<file path="config.mk">
export PLATFORM = sky130hd
export DESIGN_NAME = icp_presenter
export DESIGN_NICKNAME = d
export VERILOG_FILES = /design/src/rtl/icp_pkg.sv /design/src/rtl/icp_cpu_ops.sv /design/src/rtl/icp_deliver.sv /design/src/rtl/icp_presenter.sv
export SDC_FILE = /design/constraint.sdc
export NUM_CORES = 1
export LEC_CHECK = 0
export ABC_AREA = 1
export BUFFER_PORTS_ARGS = -buffer_cell sky130_fd_sc_hd__clkbuf_2
export CORE_ASPECT_RATIO = 1.5
export CORE_MARGIN = 1.5
export CORE_UTILIZATION = 59
export DETAILED_ROUTE_END_ITERATION = 8
export GPL_ROUTABILITY_DRIVEN = 0
export GPL_TIMING_DRIVEN = 0
export PLACE_DENSITY = 0.86
export SETUP_SLACK_MARGIN = 0.1
export SLEW_MARGIN = 10
export SYNTH_ARGS = -nofsm -noshare
export SYNTH_HDL_FRONTEND = slang
export SYNTH_SLANG_ARGS = --single-unit
export TNS_END_PERCENT = 1
</file>
<file path="constraint.sdc">
create_clock -name clk -period 8.5 [get_ports clk]
set_input_delay 0.85 -clock clk [delete_from_list [all_inputs] [get_ports clk]]
set_output_delay 0.85 -clock clk [all_outputs]
set_load 0.02 [all_outputs]
</file>
<file path="src/rtl/icp_pkg.sv">
package icp_pkg;

    parameter int PRIO_W = 8;
    parameter int SRC_W  = 24;
    localparam int WORD_W = PRIO_W + SRC_W;

    typedef logic [PRIO_W-1:0] prio_t;
    typedef logic [SRC_W-1:0]  src_t;

    localparam prio_t PRIO_OFF = '1;
    localparam src_t  SRC_NONE = '0;

    // Architectural state of one presentation server
    typedef struct packed {
        prio_t cur;        // current processor priority
        src_t  pend_src;   // source on offer, zero = none
        prio_t pend_prio;  // priority of the source on offer
        prio_t ipi_prio;   // inter-processor interrupt priority
        logic  line;       // interrupt line level
    } pres_state_t;

    // Result of trying to put a source on offer
    typedef struct packed {
        pres_state_t st;
        logic        refused;
        logic        bumped;
        src_t        bumped_src;
    } offer_t;

    // Pulses sent back to the source stage
    typedef struct packed {
        logic reject;
        src_t reject_src;
        logic resend;
        logic eoi;
        src_t eoi_src;
    } notify_t;

    function automatic offer_t offer(pres_state_t s, src_t src, prio_t prio);
        offer_t r;
        r.st         = s;
        r.refused    = 1'b0;
        r.bumped     = 1'b0;
        r.bumped_src = SRC_NONE;
        if ((prio >= s.cur) || ((s.pend_src != SRC_NONE) && (s.pend_prio <= prio))) begin
            r.refused = 1'b1;
        end else begin
            if (s.pend_src != SRC_NONE) begin
                r.bumped     = 1'b1;
                r.bumped_src = s.pend_src;
            end
            r.st.pend_src  = src;
            r.st.pend_prio = prio;
            r.st.line      = 1'b1;
        end
        return r;
    endfunction

    // Resend path: re-offer the IPI when it beats the current priority
    function automatic pres_state_t reoffer_ipi(pres_state_t s, src_t ipi_id);
        offer_t o;
        o = offer(s, ipi_id, s.ipi_prio);
        if (s.ipi_prio < s.cur) begin
            return o.st;
        end
        return s;
    endfunction

endpackage

</file>
<file path="src/rtl/icp_cpu_ops.sv">
module icp_cpu_ops
    import icp_pkg::*;
#(
    parameter src_t IPI_ID = 24'd2
) (
    input  pres_state_t          cur_st,
    input  logic                 set_cur_vld,
    input  prio_t                set_cur_val,
    input  logic                 set_ipi_vld,
    input  prio_t                set_ipi_val,
    input  logic                 eoi_vld,
    input  logic [WORD_W-1:0]    eoi_word,
    input  logic                 accept_vld,
    output pres_state_t          next_st,
    output notify_t              note
);

    always_comb begin
        pres_state_t s;
        offer_t      o;
        s    = cur_st;
        o    = '0;
        note = '0;
        if (accept_vld) begin
            s.cur       = cur_st.pend_prio;
            s.pend_src  = SRC_NONE;
            s.pend_prio = PRIO_OFF;
            s.line      = 1'b0;
        end else if (set_cur_vld) begin
            s.cur = set_cur_val;
            if (set_cur_val < cur_st.cur) begin
                if ((cur_st.pend_src != SRC_NONE) && (set_cur_val <= cur_st.pend_prio)) begin
                    note.reject     = 1'b1;
                    note.reject_src = cur_st.pend_src;
                    s.pend_src      = SRC_NONE;
                    s.pend_prio     = PRIO_OFF;
                    s.line          = 1'b0;
                end
            end else if (cur_st.pend_src == SRC_NONE) begin
                s           = reoffer_ipi(s, IPI_ID);
                note.resend = 1'b1;
            end
        end else if (set_ipi_vld) begin
            s.ipi_prio = set_ipi_val;
            if (set_ipi_val < cur_st.cur) begin
                o               = offer(s, IPI_ID, set_ipi_val);
                s               = o.st;
                note.reject     = o.bumped;
                note.reject_src = o.bumped_src;
            end
        end else if (eoi_vld) begin
            s.cur        = eoi_word[WORD_W-1:SRC_W];
            note.eoi     = 1'b1;
            note.eoi_src = eoi_word[SRC_W-1:0];
            if (cur_st.pend_src == SRC_NONE) begin
                s           = reoffer_ipi(s, IPI_ID);
                note.resend = 1'b1;
            end
        end
        next_st = s;
    end

endmodule

</file>
<file path="src/rtl/icp_deliver.sv">
module icp_deliver
    import icp_pkg::*;
(
    input  pres_state_t in_st,
    input  logic        dlv_vld,
    input  src_t        dlv_src,
    input  prio_t       dlv_prio,
    output pres_state_t out_st,
    output logic        rej,
    output src_t        rej_src
);

    always_comb begin
        offer_t o;
        o       = offer(in_st, dlv_src, dlv_prio);
        out_st  = in_st;
        rej     = 1'b0;
        rej_src = SRC_NONE;
        if (dlv_vld) begin
            out_st = o.st;
            if (o.refused) begin
                rej     = 1'b1;
                rej_src = dlv_src;
            end else if (o.bumped) begin
                rej     = 1'b1;
                rej_src = o.bumped_src;
            end
        end
    end

endmodule

</file>
<file path="src/rtl/icp_presenter.sv">
module icp_presenter
    import icp_pkg::*;
#(
    parameter src_t IPI_SOURCE = 24'd2
) (
    input  logic              clk,
    input  logic              rst,
    input  logic              dlv_valid,
    input  logic [SRC_W-1:0]  dlv_source,
    input  logic [PRIO_W-1:0] dlv_prio,
    input  logic              cur_wr,
    input  logic [PRIO_W-1:0] cur_wr_prio,
    input  logic              ipi_wr,
    input  logic [PRIO_W-1:0] ipi_wr_prio,
    input  logic              accept,
    output logic [WORD_W-1:0] accept_word,
    input  logic              eoi_wr,
    input  logic [WORD_W-1:0] eoi_wr_word,
    output logic              irq,
    output logic              reject_valid,
    output logic [SRC_W-1:0]  reject_source,
    output logic              resend_valid,
    output logic              eoi_valid,
    output logic [SRC_W-1:0]  eoi_source
);

    pres_state_t state_q, after_cpu, after_dlv;
    notify_t     cpu_note, note_d, note_q;
    logic        dlv_rej;
    src_t        dlv_rej_src;

    // Stage 1: processor-side operation (accept, priority writes, EOI)
    icp_cpu_ops #(.IPI_ID(IPI_SOURCE)) u_cpu_ops (
        .cur_st      (state_q),
        .set_cur_vld (cur_wr),
        .set_cur_val (cur_wr_prio),
        .set_ipi_vld (ipi_wr),
        .set_ipi_val (ipi_wr_prio),
        .eoi_vld     (eoi_wr),
        .eoi_word    (eoi_wr_word),
        .accept_vld  (accept),
        .next_st     (after_cpu),
        .note        (cpu_note)
    );

    // Stage 2: delivery judged against the post-operation state
    icp_deliver u_deliver (
        .in_st    (after_cpu),
        .dlv_vld  (dlv_valid),
        .dlv_src  (dlv_source),
        .dlv_prio (dlv_prio),
        .out_st   (after_dlv),
        .rej      (dlv_rej),
        .rej_src  (dlv_rej_src)
    );

    always_comb begin
        note_d = cpu_note;
        if (dlv_rej) begin
            note_d.reject     = 1'b1;
            note_d.reject_src = dlv_rej_src;
        end
    end

    always_ff @(posedge clk) begin
        if (rst) begin
            state_q.cur       <= '0;
            state_q.pend_src  <= SRC_NONE;
            state_q.pend_prio <= PRIO_OFF;
            state_q.ipi_prio  <= PRIO_OFF;
            state_q.line      <= 1'b0;
            note_q            <= '0;
        end else begin
            state_q <= after_dlv;
            note_q  <= note_d;
        end
    end

    assign accept_word   = {state_q.cur, state_q.pend_src};
    assign irq           = state_q.line;
    assign reject_valid  = note_q.reject;
    assign reject_source = note_q.reject_src;
    assign resend_valid  = note_q.resend;
    assign eoi_valid     = note_q.eoi;
    assign eoi_source    = note_q.eoi_src;

    // Interface rules that the single reject port relies on
    assert_op_contract_R6: assert property (@(posedge clk) disable iff (rst)
        $onehot0({cur_wr, ipi_wr, eoi_wr, accept}) && !(dlv_valid && (cur_wr || ipi_wr || eoi_wr))
        && (!dlv_valid || (dlv_source != SRC_NONE)));

    assert_line_tracks_offer_R2: assert property (@(posedge clk) disable iff (rst)
        irq == (accept_word[SRC_W-1:0] != SRC_NONE));

    assert_idle_prio_off_R1: assert property (@(posedge clk) disable iff (rst)
        (state_q.pend_src == SRC_NONE) |-> (state_q.pend_prio == PRIO_OFF));

    assert_accept_lowers_R5: assert property (@(posedge clk) disable iff (rst)
        (accept && !dlv_valid) |=> (!irq && (accept_word[SRC_W-1:0] == SRC_NONE)));

    assert_eoi_echo_R10: assert property (@(posedge clk) disable iff (rst)
        eoi_wr |=> (eoi_valid && (eoi_source == $past(eoi_wr_word[SRC_W-1:0]))));

    assert_withdraw_R8: assert property (@(posedge clk) disable iff (rst)
        (cur_wr && (cur_wr_prio < state_q.cur) && (state_q.pend_src != SRC_NONE)
         && (cur_wr_prio <= state_q.pend_prio))
        |=> (!irq && reject_valid && (reject_source == $past(state_q.pend_src))));

    assert_resend_cause_R11: assert property (@(posedge clk) disable iff (rst)
        $rose(resend_valid) |-> ($past(cur_wr) || $past(eoi_wr)));

endmodule

</file>
## Yosys cells after proc, flatten, opt, wreduce, memory -nomap -nowiden

Cells that the tools add are included.

- Flip-flop bits (word level): 100
- Input port bits: 87
- Word-level logic and storage cells: 99
- Output and inout port bits: 84

- Bitwise gates (word level): 1
- Multiplexer cells: 62
- Reductions and logical operators: 14
- $lt $le $gt $ge: 12

Operators with widths:

| kind | count |
|---|---|
| 49-bit 2-to-1 mux | 9 |
| 25-bit 2-to-1 mux | 10 |
| 32-bit 2-to-1 mux | 6 |
| 41-bit 2-to-1 mux | 2 |
| 26-bit 2-to-1 mux | 3 |
| 24-bit 2-to-1 mux | 3 |
| 51-bit 2-to-1 mux | 1 |
| 24-bit nonzero test | 2 |
| 40-bit 2-to-1 mux | 1 |
| 8-bit greater-or-equal comparator | 4 |
| 8-bit <= comparator | 4 |
| 8-bit less-than comparator | 4 |
| 24-bit logical NOT | 1 |
| 1-bit 2-to-1 mux | 24 |
| 8-bit 2-to-1 mux | 3 |
| 5-bit OR reduction | 1 |
| 1-bit logical AND | 4 |
| 1-bit logical OR | 4 |
| 4-bit OR reduction | 1 |
| 2-bit OR reduction | 1 |
| 1-bit inverter | 1 |

## Longest topological paths before layout

Gate-level depths: netlist of the first run.

- Depth after elaboration: 21
- Depth in mapped cells: 30
- Mapped depth without buffers: 29

## Hierarchy

Synthesis of the first run repeated with hierarchy kept, for this count alone.

- Cells, all modules: 1252
- Area, all modules: 7872.6 µm²

Modules (own cells, without submodules):

| module | cells each | instances | seq. area each (µm²) | area each (µm²) |
|---|---|---|---|---|
| icp_presenter | 404 | 1 | 2001.9 | 3330.7 |
| icp_cpu_ops | 557 | 1 | 0.0 | 3065.4 |
| icp_deliver | 291 | 1 | 0.0 | 1476.4 |

## Least setup slack after synthesis of the first run

Ideal clock, no wire load.

- Kind: input-to-reg
- Start: input port cur_wr
- End: register note_q (netlist bit reject_source[10])
- Required time: 8436 ps
- Arrival time: 3928 ps
- Library setup time: 64 ps
- Slack: 4508 ps
- Buffers on the path: 4
- Stages on the path: 21
- Cells stage by stage: clkbuf_1 > buf_1 > clkbuf_1 > a21oi_1 > o21ai_0 > o21ai_0 > ha_1 > o21a_1 > o21ai_1 > nand2_1 > a21oi_1 > o21ai_1 > a21o_1 > a21oi_1 > nand2_1 > inv_1 > buf_1 > nand3_1 > nand3_1 > nor2_1 > nor2_1

- Word-level cells in the longest chain between the ends: 10
- Elaborated cells on any way between the ends: 19
- Classes of those cells: order compare (2); mux (14); reduce/logical (3)

RTL lines:

| element | line | RTL |
|---|---|---|
| start, declared | icp_presenter.sv:11 | `input logic cur_wr,` |
| 49-bit 2-to-1 mux | icp_cpu_ops.sv:29 | `end else if (set_cur_vld) begin` |
| 40-bit 2-to-1 mux | icp_cpu_ops.sv:24 | `if (accept_vld) begin` |
| 8-bit <= comparator or 24-bit nonzero test (tied branches) | icp_pkg.sv:45, icp_pkg.sv:48 |  |
| 1-bit logical AND | icp_pkg.sv:45 | `if ((prio >= s.cur) \|\| ((s.pend_src != SRC_NONE) && (s.pend_prio <= prio))) begin` |
| 1-bit logical OR | icp_pkg.sv:45 |  |
| 25-bit 2-to-1 mux | icp_pkg.sv:45 |  |
| 24-bit 2-to-1 mux or 1-bit 2-to-1 mux (tied branches) | icp_deliver.sv:24 | `end else if (o.bumped) begin` |
| 24-bit 2-to-1 mux or 1-bit 2-to-1 mux (tied branches) | icp_deliver.sv:21 | `if (o.refused) begin` |
| 24-bit 2-to-1 mux or 1-bit 2-to-1 mux (tied branches) | icp_deliver.sv:19 | `if (dlv_vld) begin` |
| 25-bit 2-to-1 mux * | icp_presenter.sv:59 | `if (dlv_rej) begin` |
| end signal, assigned | icp_presenter.sv:75 | `note_q <= note_d;` |
| end, declared | icp_presenter.sv:28 | `notify_t cpu_note, note_d, note_q;` |

Every way passes the cells marked *; elsewhere a longest branch is shown, timed or not.
A chain may end at the register's enable or synchronous reset.

==> impl_results.md, run 1 <==
* Gr usage total at 34.1%
* Post-Synthesis Cells at 1154
* Yosys Warn Count at 0
* Final cell count without fillers at 1491
* Cell total after placement at 1475
* DR WL/cell at 14.7 um
* Crit Path Class: primary input to flop
* Worst relative slew slack at 37.4%
* Clock-pin slew on the worst setup and hold paths at 70 ps
* Fin util at 71.7%
* Final setup fails at 0
* Core area at 12000 um^2
* Flop2flop setup slack at 3760 ps
* Syn Nets at 1304
* Pins Over Slew Limit at 0
* R2R depth at 22
* Post-cts gate resize count at 0
* Hold_buf cts at 0
* Most used cell, CP: a21oi_1
* Die W at 93.8 um
* Most common cell after layout, fill and taps aside: nand2_1
* Library cells used by synthesis at 42
* Filler cells at 1040
* Vias in the first global route at 7632
* Design area at 8620 um^2
* First-pass GRT wire length at 35100 um
* CTS tree: yes
* Pin count of the biggest net entering global routing at 21
* Hold Crit Depth at 2
* Worst Clk Skew at 11.2 ps
* Max cap viols at 0
* Residual DRC at 0
* Worst-Margin Slew at 931 ps
* Outcome: finished clean
* DR iter-0 viols at 528
* H-tree lvl count at 3
* Dpl hpwl at 16900 um
* Number of antenna-violating nets in the routed design at 0
* HP Start: state_q[4]
* PD cells at 200 nW/um^2
* Seq/Total Area, Yosys at 27.5%
* Fmax achieved at 0.197 GHz
* Synthesized flop and latch total at 100
* Congestion Overflow GR at 0
* Crit. Startpoint: accept
* Final WL at 21900 um
* Mapped Area at 7290 um^2
* CTS Buf Count at 9
* Nets at 1483
* Hold endpoint: state_q[4]
* Most frequent cells in the layout: 248 x nand2_1, 188 x nor2_1, 184 x inv_1
* Vias/cell at 5.36
* Pleak at 0.00504 uW
* Initial Util at 60.7%
* Port buffer count at 168
* Die Span Y at 139 um
* Initial antenna violation count at 0
* Reg-to-reg critical path startpoint: state_q[16]
* Critical path data arrival time at 5370 ps
* Setup TNS Final at 0 ps
* Row count at 49
* DP Area at 8320 um^2
* Clk root buf: clkbuf_16
* Min Tclk post-route at 5080 ps
* Worst path slowest cell: clkbuf_1
* Clock Sinks at 100
* Insertion delay to the later sink of the worst-skew pair at 360 ps
* Syn Area/Cell at 6.32 um^2
* HP Class: flop to flop
* Clock Path Buffers at 2
* Max stage delay on crit path at 540 ps
* DRT Pass-1 Iters at 6
* Setup Buffers After CTS at 0
* Worst VDD drop at 0.148 mV
* Critical Path RT at 8790 ps
* CP Cell Sequence: clkbuf_2 -> clkbuf_1 -> clkbuf_1 -> a21oi_1 -> a22oi_1 -> ha_1 -> o21a_1 -> o21ai_1 -> nand2_1 -> a21oi_1 -> o21ai_1 -> a21o_1 -> a21oi_1 -> nand2_1 -> inv_1 -> buf_1 -> nand3_1 -> nand3_1 -> nor2_1 -> nor2_1
* Period Utilization, post-route at 59.8%
* Vias at 7988
* Ant diodes at 0
* RSZ-0062 raised after global routing: false
* Layout cell share with drive strength beyond 1 at 20.9%
* Top cell family by delay on the critical path: buffers and inverters
* CP Launch Type: primary input
* Worst R2R End: reject_source[20]
* CP Buf/Inv Count at 5
* Synth-to-layout area growth at 18.2%
* I/O pins at 171
* Critical path endpoint category: flop
* Area of the die at 13000 um^2
* Critical path peak fanout at 10
* Final Hold Vio Count at 0
## report_power, final
group,internal (uW),total (uW),leakage (uW),switching (uW)
Combinational,255,739,0.00408,484
Clock,208,419,0.000143,211
Sequential,521,564,0.000821,43.4
Total,985,1720,0.00504,738
## synth_stat cells (all sizes together)
| library cell | n | area [um^2] |
|---|---|---|
| ha | 63 | 788 |
| o31ai | 1 | 7.51 |
| o21a | 3 | 22.5 |
| a32oi | 1 | 8.76 |
| inv | 188 | 706 |
| a211o | 2 | 17.5 |
| nor3 | 4 | 20.0 |
| buf | 52 | 372 |
| a22oi | 1 | 7.51 |
| nand2 | 252 | 961 |
| a21oi | 49 | 249 |
| or2 | 2 | 12.5 |
| clkinv | 1 | 3.75 |
| nand4 | 4 | 40.0 |
| nand3b | 1 | 7.51 |
| dfxtp | 100 | 2000 |
| o2111ai | 2 | 17.5 |
| a211oi | 1 | 7.51 |
| o22ai | 1 | 12.5 |
| o21bai | 1 | 7.51 |
| o21ai | 49 | 245 |
| nand3 | 98 | 518 |
| a21o | 5 | 37.5 |
| clkbuf | 31 | 116 |
| nor2 | 217 | 902 |
| o211ai | 20 | 160 |
| o221ai | 3 | 26.3 |
| and2 | 2 | 12.5 |
## sequential cells by signal, summed over array words and instances (netlist names)
register	count
eoi_source	24
eoi_valid	1
accept_word	32
reject_valid	1
reject_source	24
resend_valid	1
irq	1
state_q	16
## per-layer routing
layer	GRT usage [%]	share of wire (%)	vias to the layer above
met3	4.99	7.5	125
met5	0	0	-
met4	24.2	6.7	0
met1	36.6	35	3503
li1	-	-	3935
met2	59.6	50	425
## metrics by stage
| step | hold WS, ps | total power, uW | setup WS (ps) |
|---|---|---|---|
| 6_report | 575 | 1720 | 3420 |
| 5_1_grt | 613 | 1830 | 3270 |
| 3_5_place_dp | 559 | 1300 | 3200 |
| 2_1_floorplan | 521 | 1090 | 4510 |
| 4_1_cts | 570 | 1710 | 3550 |
| 3_3_place_gp | 548 | 1280 | 3330 |
## cells by family (layout without fill, tap and decap cells)
family | count (synthesis) | count (layout) | synth area share [%]
AO/OA/AOI/OAI | 139 | 139 | 11.3
flip-flops | 100 | 100 | 27.5
AND/OR/NAND/NOR | 580 | 580 | 33.9
buffers and inverters | 272 | 456 | 16.4
adder cells (fa/ha/maj) | 63 | 63 | 10.8
## worst max path at each step
stage	to	slack (ps)	cells past startpoint
6_report	reject_source[20]	3420	20
5_1_grt	reject_source[20]	3270	21
4_1_cts	reject_source[20]	3550	20
3_5_place_dp	reject_source[23]	3200	20
3_3_place_gp	reject_source[20]	3330	21
2_1_floorplan	reject_source[10]	4510	21
## layout make-up
class | instances | area (um^2) | area share, %
multi-input cells | 782 | 4090 | 47.4
inverters | 189 | 709 | 8.23
flip-flops and latches | 100 | 2000 | 23.2
repair buffers | 168 | 841 | 9.76
clock inverters | 7 | 72.6 | 0.842
clock buffers | 9 | 225 | 2.61
plain buffers | 83 | 488 | 5.66
well taps | 153 | 191 | 2.22
## worst min-delay path, cell delays in order (launching register included)
cell	delay, ps
dfxtp_1	350
inv_1	80
o211ai_1	90
(Power assumes the default switching activity.)
==> run 2, diff against run 1 <==
--- a/config.mk
+++ b/config.mk
@@ -9,11 +9,11 @@
 export BUFFER_PORTS_ARGS = -buffer_cell sky130_fd_sc_hd__clkbuf_2
 export CORE_ASPECT_RATIO = 1.5
 export CORE_MARGIN = 1.5
-export CORE_UTILIZATION = 59
+export CORE_UTILIZATION = 50
 export DETAILED_ROUTE_END_ITERATION = 8
 export GPL_ROUTABILITY_DRIVEN = 0
 export GPL_TIMING_DRIVEN = 0
-export PLACE_DENSITY = 0.86
+export PLACE_DENSITY = 0.78
 export SETUP_SLACK_MARGIN = 0.1
 export SLEW_MARGIN = 10
 export SYNTH_ARGS = -nofsm -noshare
==> constraint.sdc (replaced) <==
create_clock -name clk -period 4.15 [get_ports clk]
set_input_delay 0.415 -clock clk [delete_from_list [all_inputs] [get_ports clk]]
set_output_delay 0.415 -clock clk [all_outputs]
set_load 0.02 [all_outputs]
==> run 2 against run 1 <==
Setup slack got worse by 3200 ps. Clock power increased by 110%. Hold slack worse by 330 ps. Combinational power increased by 110%. Critical path depth grew 1. Cell count rose by 2.8%. Non-clock buffer count is 3 higher. Count of clock-buffer cells in the layout grew 2. Die area grew 17%. Critical endpoint is now reject_source[22]. Highest routed layer unchanged.
==> impl_results.md, run 2 (same netlist as run 1, synthesis figures left out) <==
* Top cell family by delay on the critical path: simple AND/OR/NAND/NOR gates
* Port buffer count at 168 (unchanged)
* Area of the die at 15300 um^2 (+17%)
* Clock-pin slew on the worst setup and hold paths at 70 ps (about the same)
* R2R depth at 21 (-4.5%)
* Min Tclk post-route at 3910 ps
* Ant diodes at 0 (unchanged)
* Initial Util at 51.6% (-9.1 points)
* RSZ-0062 raised after global routing: true
* Hold_buf cts at 0 (unchanged)
* Most common cell after layout, fill and taps aside: nand2_1
* Routing usage on met3 at 3.51% (-1.5 points)
* Critical Path RT at 4400 ps (-4390 ps)
* Die W at 102 um (+8.4%)
* DR WL/cell at 14.2 um (-3.3%)
* HP Class: primary input to flop
* Clock Sinks at 100 (unchanged)
* Vias in the first global route at 7155 (-6.3%)
* Period Utilization, post-route at 94.3%
* Final Hold Vio Count at 0 (unchanged)
* I/O pins at 171 (unchanged)
* PD cells at 407 nW/um^2 (+100%)
* Row count at 53 (+8.2%)
* Max cap viols at 0 (unchanged)
* Hold slack at 250 ps (-325 ps)
* Layout cell share with drive strength beyond 1 at 22.7% (+1.9 points)
* CTS tree: yes
* Design area at 8800 um^2 (+2.1%)
* CP Cell Sequence: inv_1 -> ha_1 -> nand2_1 -> nor2_1 -> nand2_1 -> a21oi_1 -> nor2_1 -> a21oi_4 -> inv_1 -> a211o_1 -> ha_1 -> nand2_1 -> nor2_2 -> nand2_1 -> a32oi_2 -> nand2_2 -> nand2_2 -> clkbuf_4 -> nor2_1 -> nor2_1 -> nor2_1
* Worst path slowest cell: dfxtp_1
* Nets at 1486 (+0.20%)
* Met1 Use GR at 30.7% (-5.9 points)
* Residual DRC at 0 (unchanged)
* Final cell count without fillers at 1533 (+2.8%)
* Critical path endpoint category: flop
* H-tree lvl count at 3 (unchanged)
* Setup TNS Final at 0 ps (unchanged)
* Fin util at 62.3% (-9.4 points)
* Cell total after placement at 1514 (+2.6%)
* CP Launch Type: flop
* Synth-to-layout area growth at 20.7%
* Crit Path Class: flop to flop
* Grt peak-use layer: met2
* Worst relative slew slack at 40.3% (+2.9 points)
* Pin count of the biggest net entering global routing at 19 (-9.5%)
* Outcome: finished clean
* Pleak at 0.00510 uW (+1.2%)
* Vias/cell at 5.06 (-5.5%)
* Most used cell, CP: nor2_1
* Worst-Margin Slew at 888 ps (-43.4 ps)
* Critical path depth at 21 (+5.0%)
* Congestion Overflow GR at 0 (unchanged)
* Number of antenna-violating nets in the routed design at 0 (unchanged)
* Insertion delay to the later sink of the worst-skew pair at 350 ps (about the same)
* Most frequent cells in the layout: 246 x nand2_1, 183 x nor2_1, 182 x inv_1
* Clk root buf: clkbuf_16
* Core area at 14100 um^2 (+18%)
* Final setup fails at 0 (unchanged)
* Dpl hpwl at 17300 um (+2.2%)
* Vias at 7758 (-2.9%)
* Final WL at 21800 um (-0.55%)
* DRT Pass-1 Iters at 5 (-1)
* Hold Crit Depth at 3 (+1)
* Max FFs per register at 32 (unchanged)
* DP Area at 8370 um^2 (+0.59%)
* Critical path peak fanout at 10 (unchanged)
* First-pass GRT wire length at 34100 um (-2.7%)
* Gr usage total at 28.6% (-5.5 points)
* Worst VDD drop at 0.231 mV (+56%)
* Fmax achieved at 0.256 GHz
* DR iter-0 viols at 354 (-33%)
* Initial antenna violation count at 0 (unchanged)
* Pins Over Slew Limit at 0 (unchanged)
* Clock Path Buffers at 2 (unchanged)
* CP Buf/Inv Count at 3 (-2)
* Worst Clk Skew at 8.83 ps (-2.38 ps)
* Global routing usage on met2 at 53.0% (-6.6 points)
* CTS Buf Count at 9 (unchanged)
* Critical path data arrival time at 4160 ps (-1210 ps)
* Die Span Y at 151 um (+8.4%)
* Max stage delay on crit path at 420 ps (-120 ps)
-- run 2: cell count changes in the layout (fill, tap and decap cells not counted), moves of 3 or more --
cell,before,now
clkbuf_2,168,173
clkbuf_4,0,4
buf_1,5,2
nor2_4,3,6
nor2_1,188,183
buf_4,32,39
clkbuf_1,31,23
-- run 2: area by class of cell --
cell class / instances / area, um^2
Buffer: 82 / 514
Clock buffer: 11 / 253
Clock inverter: 5 / 55.1
Fill cell: 1371 / 5330
Inverter: 189 / 709
Multi-Input combinational cell: 782 / 4150
Sequential cell: 100 / 2000
Tap cell: 192 / 240
Timing Repair Buffer: 172 / 871
-- run 2: final timing paths --
path	startpoint	end	slack (ps)
max	state_q[16]	reject_source[22]	240
min	eoi_wr_word[13]	eoi_source[13]	250
max reg2reg	state_q[16]	reject_source[22]	240
min reg2reg	accept_word[11]	reject_source[11]	580
-- run 2: power breakdown --
| group | internal [uW] | switching (uW) | leakage [uW] |
|---|---|---|---|
| sequential | 1070 | 87.8 | 0.000821 |
| clock | 455 | 414 | 0.000149 |
| combinational | 554 | 1000 | 0.00413 |
-- run 2: metal layers --
layer / vias to the layer above / wire length, um
li1: 3948 / -
met1: 3452 / 8040
met2: 288 / 11600
met5: - / 0
met3: 70 / 1120
met4: 0 / 1010
-- run 2: what timing repair did --
action	CTS	global route
endpoints found under the setup margin	56	58
setup buffers	0	4
pin swaps	0	2
resized for setup	11	30
-- run 2: worst register-to-register path: cells and delay by family (launching register included) --
| family | cells | cell delay (ps) |
|---|---|---|
| buf+inv | 3 | 470 |
| compound gates | 4 | 890 |
| flops | 1 | 420 |
| simple gates | 12 | 1410 |
| fa+ha+maj | 2 | 640 |
-- run 2: metrics by stage --
step | setup WS [ps] | power, uW
after global placement | -661 | 2640
after floorplan | 593 | 2220
final | 237 | 3580
after detailed placement | -681 | 2660
after CTS | 96.2 | 3550
after global routing | 53.2 | 3820
